==> config.mk <==
export PLATFORM = sky130hd
export DESIGN_NAME = cluster_ctrl
export DESIGN_NICKNAME = d
export VERILOG_FILES = /design/src/rtl/cc_pkg.sv /design/src/rtl/cc_bus_decode.sv /design/src/rtl/cc_boot_bank.sv /design/src/rtl/cc_irq_unit.sv /design/src/rtl/cc_pwr_unit.sv /design/src/rtl/cluster_ctrl.sv
export SDC_FILE = /design/constraint.sdc
export NUM_CORES = 1
export LEC_CHECK = 0
export BUFFER_PORTS_ARGS = -buffer_cell sky130_fd_sc_hd__buf_2
export CAP_MARGIN = 20
export CELL_PAD_IN_SITES_DETAIL_PLACEMENT = 1
export CELL_PAD_IN_SITES_GLOBAL_PLACEMENT = 1
export CORE_MARGIN = 5
export CORE_UTILIZATION = 45
export CTS_CLUSTER_SIZE = 12
export DETAILED_ROUTE_END_ITERATION = 8
export HOLD_SLACK_MARGIN = 0.12
export PLACE_DENSITY = 0.87
export SKIP_CTS_REPAIR_TIMING = 1
export SLEW_MARGIN = 5
export SYNTH_ARGS = -nofsm -noshare
export SYNTH_HDL_FRONTEND = slang
export SYNTH_HIERARCHICAL = 1
export SYNTH_SLANG_ARGS = --single-unit
==> constraint.sdc <==
create_clock -name clk -period 3.3 [get_ports clk]
set_input_delay 0.165 -clock clk [delete_from_list [all_inputs] [get_ports clk]]
set_output_delay 0.165 -clock clk [all_outputs]
set_load 0.005 [all_outputs]
==> src/rtl/cc_pkg.sv <==
package cc_pkg;
   localparam int unsigned WORD_W     = 32;
   localparam int unsigned OFF_CTRL   = 'h00;
   localparam int unsigned OFF_STAT   = 'h10;
   localparam int unsigned OFF_MASK   = 'h14;
   localparam int unsigned OFF_UNMASK = 'h18;
   localparam int unsigned OFF_DOMASK = 'h1C;
   localparam int unsigned OFF_BOOT   = 'h40;
   localparam int unsigned OFF_COH    = 'h80;
   localparam int unsigned OFF_SNOOP  = 'h84;
   localparam int unsigned OFF_PDREQ  = 'h90;
   localparam int unsigned OFF_IDLE   = 'h94;
   localparam logic [31:0] BOOT_LO_RST = 32'hFFFF_0000;
   localparam logic [31:0] BOOT_HI_RST = 32'h0000_0000;

   typedef enum logic [3:0] {
      SRC_NONE, SRC_CTRL, SRC_STAT, SRC_MASK, SRC_UNMASK, SRC_DOMASK,
      SRC_BOOT, SRC_COH, SRC_SNOOP, SRC_PDREQ, SRC_IDLE
   } rd_src_e;

   typedef struct packed {
      logic ctrl;
      logic stat;
      logic unmask;
      logic domask;
      logic coh;
      logic snoop;
      logic pdreq;
   } wr_stb_t;
endpackage

==> src/rtl/cc_bus_decode.sv <==
module cc_bus_decode
   import cc_pkg::*;
#(
   parameter int unsigned ADDR_W = 8,
   parameter int unsigned NCORE  = 4
) (
   input  logic                       bus_sel,
   input  logic                       bus_wr,
   input  logic [ADDR_W-1:0]          bus_addr,
   output wr_stb_t                    wstb,
   output logic [2*NCORE-1:0]         boot_we,
   output rd_src_e                    rsrc,
   output logic [$clog2(2*NCORE)-1:0] boot_idx
);
   localparam int unsigned BOOT_WORDS = 2 * NCORE;
   localparam int unsigned IDX_W      = $clog2(BOOT_WORDS);
   localparam logic [ADDR_W-1:0] BOOT_LO_A = ADDR_W'(OFF_BOOT);
   localparam logic [ADDR_W-1:0] BOOT_HI_A = ADDR_W'(OFF_BOOT + 4 * BOOT_WORDS);

   logic              aligned;
   logic              wr_act;
   logic [ADDR_W-1:0] boot_off;

   assign aligned  = (bus_addr[1:0] == 2'b00);
   assign wr_act   = bus_sel && bus_wr && aligned;
   assign boot_off = bus_addr - BOOT_LO_A;

   always_comb begin
      rsrc     = SRC_NONE;
      boot_idx = '0;
      if (aligned) begin
         if (bus_addr >= BOOT_LO_A && bus_addr < BOOT_HI_A) begin
            rsrc     = SRC_BOOT;
            boot_idx = boot_off[IDX_W+1:2];
         end else begin
            case (bus_addr)
               ADDR_W'(OFF_CTRL):   rsrc = SRC_CTRL;
               ADDR_W'(OFF_STAT):   rsrc = SRC_STAT;
               ADDR_W'(OFF_MASK):   rsrc = SRC_MASK;
               ADDR_W'(OFF_UNMASK): rsrc = SRC_UNMASK;
               ADDR_W'(OFF_DOMASK): rsrc = SRC_DOMASK;
               ADDR_W'(OFF_COH):    rsrc = SRC_COH;
               ADDR_W'(OFF_SNOOP):  rsrc = SRC_SNOOP;
               ADDR_W'(OFF_PDREQ):  rsrc = SRC_PDREQ;
               ADDR_W'(OFF_IDLE):   rsrc = SRC_IDLE;
               default:             rsrc = SRC_NONE;
            endcase
         end
      end
   end

   always_comb begin
      wstb.ctrl   = wr_act && (rsrc == SRC_CTRL);
      wstb.stat   = wr_act && (rsrc == SRC_STAT);
      wstb.unmask = wr_act && (rsrc == SRC_UNMASK);
      wstb.domask = wr_act && (rsrc == SRC_DOMASK);
      wstb.coh    = wr_act && (rsrc == SRC_COH);
      wstb.snoop  = wr_act && (rsrc == SRC_SNOOP);
      wstb.pdreq  = wr_act && (rsrc == SRC_PDREQ);
   end

   generate
      for (genvar w = 0; w < BOOT_WORDS; w++) begin : g_we
         assign boot_we[w] = wr_act && (rsrc == SRC_BOOT) && (boot_idx == IDX_W'(w));
      end
   endgenerate
endmodule

==> src/rtl/cc_boot_bank.sv <==
module cc_boot_bank
   import cc_pkg::*;
#(
   parameter int unsigned NCORE = 4
) (
   input  logic                           clk,
   input  logic                           rst_n,
   input  logic [2*NCORE-1:0]             we,
   input  logic [WORD_W-1:0]              wdata,
   input  logic [$clog2(2*NCORE)-1:0]     rd_idx,
   output logic [WORD_W-1:0]              rdata,
   output logic [NCORE-1:0][63:0]         boot_addr
);
   localparam int unsigned BOOT_WORDS = 2 * NCORE;

   logic [BOOT_WORDS-1:0][WORD_W-1:0] words;

   generate
      for (genvar w = 0; w < BOOT_WORDS; w++) begin : g_word
         localparam logic [WORD_W-1:0] RST_V = ((w % 2) == 0) ? BOOT_LO_RST : BOOT_HI_RST;
         always_ff @(posedge clk or negedge rst_n) begin
            if (!rst_n)     words[w] <= RST_V;
            else if (we[w]) words[w] <= wdata;
         end
      end
      for (genvar c = 0; c < NCORE; c++) begin : g_core
         assign boot_addr[c] = {words[2*c+1], words[2*c]};
      end
   endgenerate

   always_comb begin
      rdata = '0;
      for (int w = 0; w < BOOT_WORDS; w++) begin
         if (int'(rd_idx) == w) rdata = words[w];
      end
   end
endmodule

==> src/rtl/cc_irq_unit.sv <==
module cc_irq_unit #(
   parameter int unsigned IRQ_W       = 8,
   parameter bit          IRQ_OUT_REG = 1'b0
) (
   input  logic             clk,
   input  logic             rst_n,
   input  logic             stat_we,
   input  logic             unmask_we,
   input  logic             domask_we,
   input  logic [IRQ_W-1:0] wdata,
   input  logic [IRQ_W-1:0] set_i,
   output logic [IRQ_W-1:0] stat_q,
   output logic [IRQ_W-1:0] mask_q,
   output logic             irq_o
);
   logic [IRQ_W-1:0] clr_bits;
   logic             pend;

   assign clr_bits = stat_we ? wdata : '0;

   always_ff @(posedge clk or negedge rst_n) begin
      if (!rst_n) stat_q <= '0;
      else        stat_q <= (stat_q & ~clr_bits) | set_i;
   end

   always_ff @(posedge clk or negedge rst_n) begin
      if (!rst_n)         mask_q <= '1;
      else if (unmask_we) mask_q <= mask_q & ~wdata;
      else if (domask_we) mask_q <= mask_q | wdata;
   end

   assign pend = |(stat_q & ~mask_q);

   generate
      if (IRQ_OUT_REG) begin : g_irq_reg
         always_ff @(posedge clk or negedge rst_n) begin
            if (!rst_n) irq_o <= 1'b0;
            else        irq_o <= pend;
         end
      end else begin : g_irq_comb
         assign irq_o = pend;
      end
   endgenerate
endmodule

==> src/rtl/cc_pwr_unit.sv <==
module cc_pwr_unit #(
   parameter int unsigned NCORE = 4
) (
   input  logic             clk,
   input  logic             rst_n,
   input  logic             we,
   input  logic [NCORE-1:0] wdata,
   input  logic [NCORE-1:0] wfi_i,
   output logic [NCORE-1:0] pdreq_q,
   output logic [NCORE-1:0] wfi_o,
   output logic [NCORE-1:0] stat_o
);
   generate
      for (genvar c = 0; c < NCORE; c++) begin : g_core
         always_ff @(posedge clk or negedge rst_n) begin
            if (!rst_n)  pdreq_q[c] <= 1'b0;
            else if (we) pdreq_q[c] <= wdata[c];
         end
         always_ff @(posedge clk or negedge rst_n) begin
            if (!rst_n)                           stat_o[c] <= 1'b0;
            else if (we && wdata[c] != pdreq_q[c]) stat_o[c] <= wdata[c];
         end
         assign wfi_o[c] = pdreq_q[c] & wfi_i[c];
      end
   endgenerate
endmodule

==> src/rtl/cluster_ctrl.sv <==
module cluster_ctrl
   import cc_pkg::*;
#(
   parameter int unsigned ADDR_W      = 8,
   parameter int unsigned NCORE       = 4,
   parameter int unsigned IRQ_W       = 8,
   parameter bit          IRQ_OUT_REG = 1'b0
) (
   input  logic                   clk,
   input  logic                   rst_n,
   input  logic                   bus_sel,
   input  logic                   bus_wr,
   input  logic [ADDR_W-1:0]      bus_addr,
   input  logic [31:0]            bus_wdata,
   output logic [31:0]            bus_rdata,
   input  logic [IRQ_W-1:0]       irq_set_i,
   input  logic [NCORE-1:0]       wfi_i,
   output logic                   irq_o,
   output logic [NCORE-1:0]       wfi_o,
   output logic [NCORE-1:0]       pwr_stat_o,
   output logic [NCORE-1:0][63:0] boot_addr_o
);
   localparam int unsigned IDX_W = $clog2(2 * NCORE);

   generate
      if (NCORE < 1 || NCORE > 8) begin : g_bad_ncore
         $error("cluster_ctrl: NCORE must be 1..8");
      end
      if (IRQ_W < 1 || IRQ_W > 32) begin : g_bad_irqw
         $error("cluster_ctrl: IRQ_W must be 1..32");
      end
      if (ADDR_W < 8) begin : g_bad_addrw
         $error("cluster_ctrl: ADDR_W must be at least 8");
      end
   endgenerate

   wr_stb_t                 wstb;
   logic [2*NCORE-1:0]      boot_we;
   rd_src_e                 rsrc;
   logic [IDX_W-1:0]        boot_idx;
   logic [WORD_W-1:0]       boot_rdata;
   logic [IRQ_W-1:0]        stat_q;
   logic [IRQ_W-1:0]        mask_q;
   logic [NCORE-1:0]        pdreq_q;
   logic [WORD_W-1:0]       ctrl_q, coh_q, snoop_q;
   logic [WORD_W-1:0]       rd_mux;

   cc_bus_decode #(.ADDR_W(ADDR_W), .NCORE(NCORE)) u_dec (
      .bus_sel  (bus_sel),
      .bus_wr   (bus_wr),
      .bus_addr (bus_addr),
      .wstb     (wstb),
      .boot_we  (boot_we),
      .rsrc     (rsrc),
      .boot_idx (boot_idx)
   );

   cc_boot_bank #(.NCORE(NCORE)) u_boot (
      .clk       (clk),
      .rst_n     (rst_n),
      .we        (boot_we),
      .wdata     (bus_wdata),
      .rd_idx    (boot_idx),
      .rdata     (boot_rdata),
      .boot_addr (boot_addr_o)
   );

   cc_irq_unit #(.IRQ_W(IRQ_W), .IRQ_OUT_REG(IRQ_OUT_REG)) u_irq (
      .clk       (clk),
      .rst_n     (rst_n),
      .stat_we   (wstb.stat),
      .unmask_we (wstb.unmask),
      .domask_we (wstb.domask),
      .wdata     (bus_wdata[IRQ_W-1:0]),
      .set_i     (irq_set_i),
      .stat_q    (stat_q),
      .mask_q    (mask_q),
      .irq_o     (irq_o)
   );

   cc_pwr_unit #(.NCORE(NCORE)) u_pwr (
      .clk     (clk),
      .rst_n   (rst_n),
      .we      (wstb.pdreq),
      .wdata   (bus_wdata[NCORE-1:0]),
      .wfi_i   (wfi_i),
      .pdreq_q (pdreq_q),
      .wfi_o   (wfi_o),
      .stat_o  (pwr_stat_o)
   );

   always_ff @(posedge clk or negedge rst_n) begin
      if (!rst_n) begin
         ctrl_q  <= '0;
         coh_q   <= '0;
         snoop_q <= '0;
      end else begin
         if (wstb.ctrl)  ctrl_q  <= bus_wdata;
         if (wstb.coh)   coh_q   <= bus_wdata;
         if (wstb.snoop) snoop_q <= bus_wdata;
      end
   end

   always_comb begin
      case (rsrc)
         SRC_CTRL:  rd_mux = ctrl_q;
         SRC_STAT:  rd_mux = WORD_W'(stat_q);
         SRC_MASK:  rd_mux = WORD_W'(mask_q);
         SRC_BOOT:  rd_mux = boot_rdata;
         SRC_COH:   rd_mux = coh_q;
         SRC_SNOOP: rd_mux = snoop_q;
         SRC_PDREQ: rd_mux = WORD_W'(pdreq_q);
         SRC_IDLE:  rd_mux = WORD_W'(wfi_i);
         default:   rd_mux = '0;
      endcase
   end

   assign bus_rdata = (bus_sel && !bus_wr) ? rd_mux : '0;
endmodule

==> results of run 1 <==
power by group through the flow:
| stage | Combinational, uW | Sequential, uW | Clock, uW |
|---|---|---|---|
| floorplan | 159 | 4810 | 0 |
| finish | 552 | 4740 | 4800 |
| global route | 595 | 4740 | 5070 |
| detailed placement | 501 | 4820 | 0 |
| global placement | 478 | 4810 | 0 |
| CTS | 508 | 4740 | 4860 |
per-layer routing:
metal	share of wire	routed length, um	vias to the layer above
li1	-	-	6207
met1	0.39	27500	7842
met2	0.49	35000	650
met3	0.078	5600	189
met4	0.047	3350	2
met5	0.00018	13	-
through the flow:
stage,TNS [ns],cell area [um^2],hold WS (ns)
global route,-0.0887,23200,0.327
finish,-0.0123,23200,0.275
floorplan,0,18600,-0.131
global placement,0,21300,0.343
CTS,0,22700,-0.239
detailed placement,0,21300,0.354
cell usage after synthesis (8+ instances only):
library cell	n	area share
nor2_1	31	0.0063
and2_1	8	0.0027
o22a_1	14	0.0066
clkbuf_1	39	0.0079
buf_6	16	0.0097
or2_2	9	0.0030
or2_0	25	0.0084
a22o_1	24	0.011
buf_1	13	0.0026
dfrtp_1	304	0.41
o21ai_0	13	0.0035
a21oi_2	12	0.0056
mux2i_1	80	0.043
a22oi_1	57	0.023
nand2_1	93	0.019
a21oi_1	87	0.023
o31a_1	30	0.014
dfstp_2	72	0.10
nor3_1	12	0.0032
inv_1	13	0.0026
buf_2	45	0.012
mux2_2	351	0.21
a221oi_2	30	0.024
kinds of logic after synthesis:
family | Yosys count | synth area share
multiplexers | 440 | 0.262
AO/OA/AOI/OAI | 304 | 0.129
buffers and inverters | 135 | 0.0382
AND/OR/NAND/NOR | 222 | 0.0611
flip-flops | 376 | 0.510
sequential cells by signal, summed over array words and instances, names as in the netlist, named ones only:
signal	count
u_pwr/stat_o	4
coh_q	32
ctrl_q	32
u_pwr/pdreq_q	4
snoop_q	32
u_irq/stat_q	8
u_boot/boot_addr	256
worst register-to-register path: stages, from the launching register on:
cell and delay, ns:
dfrtp_1 0.42, a21o_2 0.20, dlygate4sd3_1 0.56
worst min path at each step:
stage	to	slack [ns]	cells past startpoint
after floorplan	coh_q[0]	-0.13	0
after global placement	u_irq/stat_q[6]	0.34	1
after detailed placement	u_irq/stat_q[6]	0.35	2
after CTS	u_irq/stat_q[7]	-0.24	1
after global routing	u_boot/boot_addr[137]	0.33	4
final	u_irq/stat_q[6]	0.28	2
cell type report:
cell class                 count  area, um^2  area share
clock inverter                 7         114     0.00491
inverter                      13        48.8     0.00211
timing repair buffer         464        3050       0.131
multi-input combinational    966        8540       0.369
sequential                   376        9500       0.410
tap                          532         666      0.0287
clock buffer                  68        1260      0.0545
==> impl_metrics.yaml, run 1 <==
logic_synthesis:
  synth_area_um2: 18600
  syn_area_per_cell_um2: 12.6
  synth_seq_area_share: 0.510
  postSynthCellCount: 1477
  ys_ff_latch: 376
  async_flop_share: 1.00
  ys_warn_count: 6
  synth_flop_cell: "dfrtp_1"
  synth_nets: 1533
  synth_edf_count: 0
  ys_types: 61
finish:
  nNetsFinal: 1920
  utilization: 0.566
  diodes: 0
  area_delta_synth_final_pct: 24.5
  drive_above_1_share: 0.520
  final_cell_mix: "351 x mux2_2, 351 x buf_2, 304 x dfrtp_1"
  final_cells: 2426
  nFillCells: 4204
critical_path:
  endpoint_kind: "output pin"
  worst-path-buf-inv: 4
  r2r_cells: 2
  cp.arrival_ns: 3.14
  reg2reg_slack_ns: 2.00
  cp-endpoint: "bus_rdata[8]"
  crit_slowest_cell: "or3b_4"
  worstPathCellList: "buf_2, or3b_4, nor3_2, buf_12, nor2b_4, buf_12, nand2_1, a21oi_1, o31a_1, mux2i_1, o22a_1, nor2_1, buf_2"
  r2r_end: "u_irq/stat_q[6]"
  required_ns: 3.13
  worstSetupPathType: "input pin to output pin"
  critPathTopFamily: "simple AND/OR/NAND/NOR gates"
  startpoint: "bus_addr[6]"
  cp.depth: 13
  crit_path_max_incr_delay_ns: 0.48
  path_max_fanout: 34
  start_kind: "input pin"
  r2r_start: "u_irq/stat_q[6]"
timing:
  fin_crit_sh: 1.00
  min_period_ns: 3.31
  max_freq_mhz: 302
  layout_setup_ws_ns: -0.00694
  relSlewSlack: 0.294
  slew_viol_final: 0
  worst_slew_pin_slew_ns: 1.06
  hold_violations: 0
  finClkSkew_ns: 0.0103
  setup_viol: 2
floorplan:
  initial_core_util: 0.455
  die-area_um2: 45500
  dieWidth_um: 213
  rows: 74
  core-area_um2: 40900
  die_y_um: 213
  ios: 353
grt:
  grt_pass1_wl_um: 104000
  grt_pass1_vias: 16000
  grt_max_degree: 126
  use_met3: 0.0758
  use_met2: 0.491
  grt_antenna_before_repair: 1
  grtUsageMet1: 0.374
  grt_usage: 0.299
  grt.busiest_layer: "met2"
  overflow: 0
outcome:
  status: "finished, violations left"
  violations: "negative setup slack"
pwr:
  p_comb_frac: 0.055
  p_sw_uw: 2350
  seqPwrFrac: 0.470
  swShare: 0.233
  p_leak_uw: 0.0110
  pwr_density_cell_nw_per_um2: 435
  ir_drop_uv: 378
  power_uw: 10100
  p_int_uw: 7740
  clockPowerShare: 0.476
clock_tree:
  htreeDepth: 2
  root_buffer: "clkbuf_16"
  clkLatencyLatePin_ns: 0.57
  path_clk_slew_ns: 0.06
  cts_tree: "yes"
  numCtsBuffers: 43
  clock_path_buffers: 3
  cts.sinks: 376
route:
  routed_wl_um: 71400
  drc: 0
  antenna_left: 0
  drt_iter0_markers: 1181
  vias: 14900
  first_pass_iters: 5
  avgViaCountPerCell: 6.14
  post_drt_wl_per_cell_um: 29.4
place:
  gp_congestion: 0.907
  port_buffers: 352
  hpwl_um: 45800
  dp_cells: 2302
  place_ws_ns: 0.0632
min_path:
  hold_path_class: "input pin to asynchronous set/reset pin"
job:
  maxCapViolations: 0
No activity file was read; power rests on OpenSTA's default activity.
==> run 2, diff against run 1 <==
--- a/config.mk
+++ b/config.mk
@@ -5,12 +5,13 @@
 export SDC_FILE = /design/constraint.sdc
 export NUM_CORES = 1
 export LEC_CHECK = 0
+export ABC_AREA = 1
 export BUFFER_PORTS_ARGS = -buffer_cell sky130_fd_sc_hd__buf_2
 export CAP_MARGIN = 20
 export CELL_PAD_IN_SITES_DETAIL_PLACEMENT = 1
 export CELL_PAD_IN_SITES_GLOBAL_PLACEMENT = 1
 export CORE_MARGIN = 5
-export CORE_UTILIZATION = 45
+export CORE_UTILIZATION = 43
 export CTS_CLUSTER_SIZE = 12
 export DETAILED_ROUTE_END_ITERATION = 8
 export HOLD_SLACK_MARGIN = 0.12
==> run 2 against run 1 <==
Net effect:
- the flow now finishes without violations
- total power decreased by 1.9%
- cell count increased by 15%
- wire length increased by 0.13%
- critical path depth increased by 4
- largest cell class unchanged
- highest routed layer is now met4
==> impl_metrics.yaml, run 2 <==
outcome:
  status: "finished clean"
place:
  port_buffers: 352
  hpwl_um: 48800
  dpl_cell_area_um2: 20600
  gp_congestion: 0.945
timing:
  setup_viol: 0
  slew_viol_final: 0
  relSlewSlack: 0.452
  rsz0062_at_grt: "false"
  hold_violations: 0
  finClkSkew_ns: 0.00314
  finalSetupTns_ns: 0
  min_period_ns: 3.03
  max_freq_mhz: 330
  fin_crit_sh: 0.918
  worst_slew_pin_slew_ns: 0.820
clock_tree:
  numCtsBuffers: 44
  cts.sinks: 376
  root_buffer: "clkbuf_16"
  path_clk_slew_ns: 0.06
  htreeDepth: 2
  cts_tree: "yes"
  clkLatencyLatePin_ns: 0.57
  clock_path_buffers: 3
job:
  maxCapViolations: 0
grt:
  overflow: 0
  grt_pass1_vias: 17000
  grt_usage: 0.294
  grt_pass1_wl_um: 107000
  grt_antenna_before_repair: 0
  grt_max_degree: 94
logic_synthesis:
  yosysTopAreaCell: "dfrtp_1"
  synth_area_um2: 18100
  yosysTopAreaCellShare: 0.421
  ys_warn_count: 6
  synth_area_leaders: "dfrtp_1 42%, mux2_2 15%, dfstp_2 10%, nand2_1 7.2%, nand4_1 5.5%"
  synth_flop_cell: "dfrtp_1"
  ys_types: 33
  async_flop_share: 1.00
  synth_edf_count: 0
  ys_ff_latch: 376
  postSynthCellCount: 1859
  yosysMostFrequentCell: "nand2_1"
  synthTopCellsByCount: "349 x nand2_1, 304 x dfrtp_1, 244 x mux2_2"
  synth_seq_area_share: 0.526
  synth_nets: 1915
  syn_area_per_cell_um2: 9.72
route:
  avgViaCountPerCell: 5.79
  drc: 0
  antenna_left: 0
  first_pass_iters: 5
  post_drt_wl_per_cell_um: 25.6
  routed_wl_um: 71500
  vias: 16200
  drt_iter0_markers: 1294
critical_path:
  required_ns: 3.13
  worstSetupPathType: "input pin to output pin"
  crit_path_max_incr_delay_ns: 0.31
  worst-path-buf-inv: 7
  crit_slowest_cell: "inv_2"
  path_max_fanout: 25
  reg2reg_slack_ns: 1.97
  worstPathCellList: "buf_2, inv_1, nand3_1, inv_1, nand2_1, inv_2, inv_2, buf_4, nand4_1, nand4_1, nor2_1, nand4_1, nand2_1, o21ai_1, nor2_1, nor2_1, buf_2"
  endpoint_kind: "output pin"
  cp.arrival_ns: 2.86
  start_kind: "input pin"
  critPathTopFamily: "simple AND/OR/NAND/NOR gates"
floorplan:
  ios: 353
  initial_core_util: 0.433
  rows: 75
  core-area_um2: 41800
  die-area_um2: 46200
  dieWidth_um: 215
  die_y_um: 215
finish:
  final_cell_mix: "351 x buf_2, 349 x nand2_1, 304 x dfrtp_1"
  seqCellArea_um2: 9500
  fin_area_um2: 22500
  nNetsFinal: 2281
  largest_reg_flops: 256
  drive_above_1_share: 0.364
  multiInputGateArea_um2: 7570
  final_common_cell: "buf_2"
  area_delta_synth_final_pct: 24.4
  nFillCells: 4700
  diodes: 0
min_path:
  hold_path_class: "input pin to asynchronous set/reset pin"
pwr:
  ir_drop_uv: 408
  pwr_density_cell_nw_per_um2: 440
  power_uw: 9900
  p_leak_uw: 0.0115
[run 2: cell types whose count changed after synthesis, sizes merged, moves of 96 or more]
cell / before / now
nand4: 0 / 161
nor2: 32 / 166
nand3: 2 / 98
nand2: 93 / 360
o21ai: 13 / 140
inv: 13 / 142
[run 2: metal layers]
layer / global-route usage / vias to the layer above / share of wire
met3: 0.0646 / 164 / 0.068
met2: 0.478 / 626 / 0.48
met5: 0 / - / 0
met1: 0.390 / 8383 / 0.42
li1: - / 7019 / -
met4: 0.111 / 0 / 0.040
[run 2: path summary, 6_finish.rpt]
path                                       start                         end  depth (start not counted)
setup / recovery                     bus_addr[7]               bus_rdata[21]                         17
hold / removal                             rst_n                  ctrl_q[18]                          2
setup reg to reg                 u_irq/stat_q[5]             u_irq/stat_q[5]                          2
hold reg to reg            u_boot/boot_addr[155]       u_boot/boot_addr[155]                          2
max in group asynchronous                  rst_n  asynchronous set/reset pin                          3
min in group clk                    irq_set_i[1]             u_irq/stat_q[1]                          3
[run 2: cells by family (layout without fill, tap and decap cells)]
logic type             count (synthesis)  in the layout  share of synthesized area
DFF                                  376            376                      0.526
AOI/OAI and AO/OA                    156            156                     0.0443
and+or+nand+nor                      793            793                      0.202
buffers and inverters                266            664                     0.0611
muxes                                268            268                      0.167
[run 2: layout make-up]
| type | instances | area share |
|---|---|---|
| well taps | 539 | 0.0300 |
| clock buffers | 68 | 0.0557 |
| flip-flops and latches | 376 | 0.422 |
| multi-input cells | 1217 | 0.337 |
| inverters | 144 | 0.0241 |
| repair buffers | 442 | 0.126 |
| clock inverters | 10 | 0.00495 |
[run 2: worst reg2reg max path: cells and delay by family (launching register included)]
kind            cells  cell delay (ns)
compound gates      1             0.21
buf+inv             1             0.58
flops               1             0.42
[run 2: where the power goes]
group | switching [uW] | internal [uW] | total, uW
combinational | 339 | 130 | 468
clock | 1990 | 2770 | 4760
sequential | 19.7 | 4660 | 4680
[run 2: metrics by stage]
step	setup WS [ns]	std cells	hold slack [ns]	util
final	0.272	2796	0.239	0.539
after global routing	0.0677	2796	0.322	0.539
after CTS	0.332	2748	-0.340	0.527
after detailed placement	0.365	2670	0.260	0.494
after global placement	0.455	2670	0.251	0.494
after floorplan	1.30	1859	-0.131	-
